<file path="src/rtl/wdog_core.sv">
module wdog_core #(
  parameter int CW       = 16,
  parameter int DIV_SLOW = 12,
  parameter int DIV_MID  = 4
) (
  input  logic          clk,
  input  logic          rst_n,
  input  logic          wr_en,
  input  logic [1:0]    wr_addr,
  input  logic [7:0]    wr_data,
  input  logic          cpu_idle,
  output logic          rst_req,
  output logic          wd_active,
  output logic [CW-1:0] count
);
  localparam int HW = CW - 8;
  localparam int DW = $clog2(DIV_SLOW);

  logic          en, lock, susp_en, req;
  logic [2:0]    sel;
  logic [7:0]    off;
  logic [HW-1:0] cmp;
  logic [CW-1:0] cnt;
  logic [DW-1:0] div, lim;

  wire active = en | lock;
  wire ctl_wr = wr_en && wr_addr == 2'd0;
  wire off_wr = wr_en && wr_addr == 2'd1;
  wire rld_wr = wr_en && wr_addr == 2'd2 && active;
  wire run    = !(susp_en && cpu_idle);
  wire tick   = run && div == lim;
  wire match  = cnt[CW-1:8] == cmp && cnt[7:0] == 8'hFF;
  wire resel  = ctl_wr && !active && wr_data[4:2] != sel;

  always_comb begin
    case (sel)
      3'd1:    lim = DW'(DIV_MID - 1);
      3'd2:    lim = '0;
      default: lim = DW'(DIV_SLOW - 1);
    endcase
  end

  always_ff @(posedge clk or negedge rst_n) begin
    if (!rst_n) begin
      en <= 1'b1; lock <= 1'b0; susp_en <= 1'b0; sel <= 3'd0;
      off <= '0; cmp <= '0; cnt <= '0; div <= '0; req <= 1'b0;
    end else begin
      if (ctl_wr) begin
        en   <= wr_data[0];
        lock <= lock | wr_data[1];
        if (!active) begin
          sel     <= wr_data[4:2];
          susp_en <= wr_data[5];
        end
      end
      if (off_wr) off <= wr_data;
      if (resel) div <= '0;
      else if (run) div <= tick ? '0 : div + DW'(1);
      if (tick) cnt <= cnt + CW'(1);
      if (rld_wr) cmp <= cnt[CW-1:8] + HW'(off);
      req <= active && tick && match && !rld_wr;
    end
  end

  assign rst_req   = req;
  assign wd_active = active;
  assign count     = cnt;

  assert_pulse_R7: assert property (@(posedge clk) disable iff (!rst_n)
    rst_req |=> !rst_req);
  assert_lock_sticky_R2: assert property (@(posedge clk) disable iff (!rst_n)
    lock |=> lock);
  assert_frozen_cfg_R4: assert property (@(posedge clk) disable iff (!rst_n)
    active |=> ($stable(sel) && $stable(susp_en)));
  assert_quiet_off_R3: assert property (@(posedge clk) disable iff (!rst_n)
    !wd_active |=> !rst_req);
  assert_idle_hold_R9: assert property (@(posedge clk) disable iff (!rst_n)
    (susp_en && cpu_idle) |=> $stable(count));
endmodule

</file>
<file path="config.mk">
export PLATFORM = sky130hd
export DESIGN_NAME = wdog_core
export DESIGN_NICKNAME = d
export VERILOG_FILES = /design/src/rtl/wdog_core.sv
export SDC_FILE = /design/constraint.sdc
export NUM_CORES = 1
export LEC_CHECK = 0
export BUFFER_PORTS_ARGS = -buffer_cell sky130_fd_sc_hd__buf_2
export CORE_UTILIZATION = 40
export DETAILED_ROUTE_END_ITERATION = 8
export MAX_ROUTING_LAYER = met4
export PLACE_DENSITY = 0.64
export REMOVE_ABC_BUFFERS = 1
export SYNTH_ARGS = -nofsm -noshare
export SYNTH_HDL_FRONTEND = slang
export SYNTH_SLANG_ARGS = --single-unit
</file>
<file path="constraint.sdc">
create_clock -name clk -period 1.9 [get_ports clk]
set_input_delay 0.285 -clock clk [delete_from_list [all_inputs] [get_ports clk]]
set_output_delay 0.285 -clock clk [all_outputs]
set_load 0.01 [all_outputs]
</file>
## Yosys cells after proc, flatten, opt, wreduce, memory -nomap -nowiden

Cells that the tools add are included.

- $add $sub $neg: 3
- Equality and inequality tests: 9
- Muxes and demuxes: 4
- Bitwise logic cells: 3
- Reductions and logical operators: 17

Operator list:

| operator | count |
|---|---|
| $add 16x1->16 const B | 1 |
| $logic_and 1x1->1 | 12 |
| $mux 4 | 3 |
| $add 8x8->8 | 1 |
| $eq 8x8->1 | 1 |
| $eq 8x8->1 const B | 1 |
| $pmux 4 s2 | 1 |
| $add 4x1->4 const B | 1 |
| $eq 4x4->1 | 1 |
| $eq 3x1->1 const B | 1 |
| $eq 3x2->1 const B | 1 |
| $logic_not 1->1 | 3 |
| $ne 3x3->1 | 1 |
| $eq 2x1->1 const B | 1 |
| $eq 2x2->1 const B | 1 |
| $logic_not 2->1 | 1 |
| $ne 2x2->1 const B | 1 |
| $or 1x1->1 | 2 |
| $reduce_and 2->1 | 1 |
| $not 1->1 | 1 |

- Flip-flop bits (word level): 43
- Bits of input ports: 14
- Word-level logic and storage cells: 45

## Depth between registers and ports, before layout

- Depth after elaboration: 7
- Mapped depth: 8
- Mapped depth without buffers: 8

## Worst setup path after synthesis

No wires, ideal clock.

- Path type: reg2reg
- Start point: register cnt[8] (netlist: count[8])
- End point: register cmp[6]
- Data arrival time: 1840 ps
- Required time: 1831 ps
- Slack: -9 ps
- Stages on the path, launching flop included: 9
- Path buffers: 0
- Cell sequence: dfrtp_1 -> ha_1 -> inv_1 -> fa_1 -> nor2b_1 -> o21ai_0 -> a21boi_0 -> or4_1 -> nand3_1

- Longest elaborated chain between the ends: 1

RTL lines:

| element | line | RTL |
|---|---|---|
| start, declared | 23 | `logic [CW-1:0] cnt;` |
| start signal, assigned | 59 | `if (tick) cnt <= cnt + CW'(1);` |
| $add 8x8->8 | 60 | `if (rld_wr) cmp <= cnt[CW-1:8] + HW'(off);` |
| end signal, assigned | 60 |  |
| end, declared | 22 | `logic [HW-1:0] cmp;` |

Every way passes these cells.
A chain may end at the register's enable or synchronous reset.

## Final worst setup path

- Start point: register div[2]
- End point: register cnt[12] (netlist: count[12])

- Longest elaborated chain between the ends: 2

RTL lines:

| element | line | RTL |
|---|---|---|
| start, declared | 24 | `logic [DW-1:0] div, lim;` |
| start signal, assigned | 58 | `else if (run) div <= tick ? '0 : div + DW'(1);` |
| $eq 4x4->1 | 31 | `wire tick = run && div == lim;` |
| $logic_and 1x1->1 | 31 |  |

Every way passes these cells.

==> flow_summary_export.csv <==
group,metric,value,unit
global_routing,grt_max_degree,44,
global_routing,grt_first_pass_wirelength,8107,um
pwr,ir_drop,485.4,uV
clocking,clk_latency,0.30,ns
synthesis,syn_area,2278,sq um
final_layout,seq_area,1079,sq um
drt,vias,1765,
global_routing,grt_usage,17.87,%
pwr,p_sw,0.001037,W
place,preCtsSetupSlack,-0.03332,ns
final_layout,n_fill_cell,510,
drt,wl_per_cell,13.66,um
synthesis,synth.avg_cell_area,10.45,sq um
clocking,numCtsBuffers,5,
final_layout,drive_above_1_share,32.97,%
setup_path,end_kind,"register",
sta,hold_ws,0.04312,ns
global_routing,grt-ovfl-total,0,
floorplanning,io_pins,32,
final_layout,antennaDiodeCount,0,
pwr,p_leak,1.358,nW
floorplanning,rows,27,
job,cap_violations,0,
sta,slew_violations,0,
sta,slew_headroom,63.85,%
final_layout,multiInputGateArea,1222,sq um
place,place_inst,336,
floorplanning,die_w,77.47,um
global_routing,grt_pass1_vias,1714,
drt,drc_errors,0,
final_layout,area_growth,26.47,%
synthesis,ys_seq_area_share,47.28,%
sta,skew,0.007863,ns
synthesis,syn_inst,218,
pwr,power_frac_seq,40.7,%
sta,fin_ws,0.1059,ns
drt,routed_via_density,5.072,
pwr,switching_share,31.86,%
sta,tightestPinTransition,0.5423,ns
clocking,clkTransAtPathRegs,0.08,ns
setup_path,start_kind,"register",
floorplanning,die_h,77.47,um
setup_path,crit_type,"register to register",
sta,rsz0062_at_grt,"yes",
pwr,p_per_area,1129,nW/um^2
min_path,min_path_type,"input pin to asynchronous set/reset pin",
clocking,cts_root_buf,"clkbuf_8",
place,portBuffers,31,
sta,hold_viol,0,
global_routing,antenna_found_initial,0,
setup_path,crit_fanout,8,
floorplanning,coreArea,5507,sq um
clocking,htree_levels,2,
status,outcome,"finished clean",
drt,wl,4753,um
setup_path,crit_required,2.13,ns
final_layout,nets,299,
final_layout,final_core_util,52.33,%
clocking,cts_sinks,43,
synthesis,ys.warnings.count,0,
place,globalplace.congestion,0.7687,
drt,dr.pass1.iters,4,
synthesis,synth_cell_types,40,
pwr,power_frac_clock,26.0,%
setup_path,cp.arrival,2.02,ns
final_layout,stdcell_count,348,
pwr,p_int,0.002217,W
sta,post-route-min-period,1.794,ns
drt,dr.first_iter.drc_count,66,
drt,route.antenna.remaining_nets,0,
sta,max_freq,0.5574,GHz
pwr,comb_power_share,33.3,%
clocking,cts_tree,"built",
floorplanning,start_util,41.38,%
sta,fin_crit_sh,94.42,%
place,post-dp-hpwl,3580,um
setup_path,r2r_cells,6,
clocking,clockBufferDepth,2,
floorplanning,die_area,6002,sq um
synthesis,ys_seq_elements,43,
sta,finalSetupViolCount,0,
==> worst max-delay path: stages (launching register included) <==
cell,delay [ns]
dfrtp_1,0.38
or3_1,0.41
mux2i_4,0.20
o21ai_4,0.10
buf_4,0.17
nor4_2,0.29
xor2_1,0.16
==> per-stage QoR <==
step / power (W) / instance area [sq um] / setup TNS, ns
6_report: 0.003254 / 2882 / 0
3_5_place_dp: 0.002284 / 2650 / -0.04126
4_1_cts: 0.003164 / 2799 / 0
2_1_floorplan: 0.001940 / 2262 / -0.008989
3_3_place_gp: 0.002258 / 2650 / 0
5_1_grt: 0.003475 / 2882 / -0.02417
==> registers in the layout, indices dropped and copies added, names as in the netlist <==
register	flops
count	16
cmp	8
off	8
div	4
sel	3
en	1
lock	1
rst_req	1
susp_en	1
==> synthesized netlist by cell type, drive strengths merged <==
cell	count	area, sq um
dfrtp	42	1051
nand2	28	105.1
xnor2	19	166.4
mux2	15	168.9
xor2	13	113.9
nor2	12	45.04
ha	9	112.6
o21ai	9	48.80
a21oi	8	40.04
inv	8	30.03
nor3	7	35.03
nand3	6	30.03
nand4	4	25.02
clkbuf	3	11.26
nand3b	3	22.52
nor3b	3	22.52
nor4	3	25.02
a21o	2	15.01
and3	2	12.51
nand2b	2	12.51
o21a	2	15.01
o31ai	2	15.01
or3	2	17.52
a21boi	1	7.510
a31oi	1	6.260
and2	1	6.260
and4	1	8.760
buf	1	5.000
dfstp	1	26.28
fa	1	20.02
mux2i	1	10.01
nor2b	1	6.260
o2111ai	1	8.760
o311a	1	10.01
or2	1	6.260
or3b	1	8.760
or4	1	7.510
==> layer usage <==
metal  up-vias  part of all wire (%)  GRT usage, %
met5         -                     0             -
met4         0                   2.0         7.170
met3         9                   2.7         3.882
met2        26                    46         27.26
met1       861                    49         23.10
li1        869                     -             -
==> final timing paths <==
kind,start,end,slack (ns)
setup / recovery,div[2],count[12],0.11
hold / removal,rst_n,count[4],0.04
setup reg to reg,div[2],count[12],0.11
hold reg to reg,lock,lock,0.47
max in group asynchronous,rst_n,sel[1],1.44
min in group clk,wr_data[1],lock,0.21
==> layout by cell type (no fill, tap or decap), types with 2 or more instances in the layout <==
cell and instances:
o31ai_1 2, nor3b_1 2, bufinv_16 2, clkbuf_8 5
buf_2 31, xnor2_1 18, nor4_2 2, a21oi_1 8
nand4_1 4, nand2_1 28, nand3_1 6, inv_1 7
nand2b_1 2, o21a_1 2, ha_1 9, nor2_1 12
xor2_1 13, a21o_1 2, o21ai_0 7, buf_4 23
nor3_1 6, nand3b_1 3, dfrtp_1 41, and3_1 2
mux2_2 15
==> cells by family (layout without fill, tap and decap cells) <==
logic type      Yosys count  after routing  share of synthesized area [%]
mux                      16             16                          7.853
compound gates           27             27                          7.304
simple gates             78             78                          17.41
xor+xnor                 32             32                          12.30
flops                    43             43                          47.28
fa+ha+maj                10             10                          5.821
buf+inv                  12             70                          2.032
==> final cells by class <==
cell class                 instances  area share, %
clock inverter                     2          2.084
tap                               72          3.126
sequential                        43          37.43
clock buffer                       6          2.518
timing repair buffer              54          11.38
inverter                           8          1.042
multi-input combinational        163          42.42
==> what timing repair did <==
item	in CTS	in global routing
buffers inserted	1	3
pin swaps	0	5
resized for setup	2	13
endpoints found under the setup margin	3	12
hold buffers	0	0
==> power groups by stage <==
stage          Clock (W)  Sequential, W  Combinational (W)
2_1_floorplan          0        0.00133           0.000607
3_3_place_gp           0        0.00131           0.000944
3_5_place_dp           0        0.00133           0.000959
4_1_cts         0.000865        0.00131           0.000988
5_1_grt         0.000904        0.00136            0.00121
6_report        0.000846        0.00132            0.00108
(Power assumes the default switching activity.)
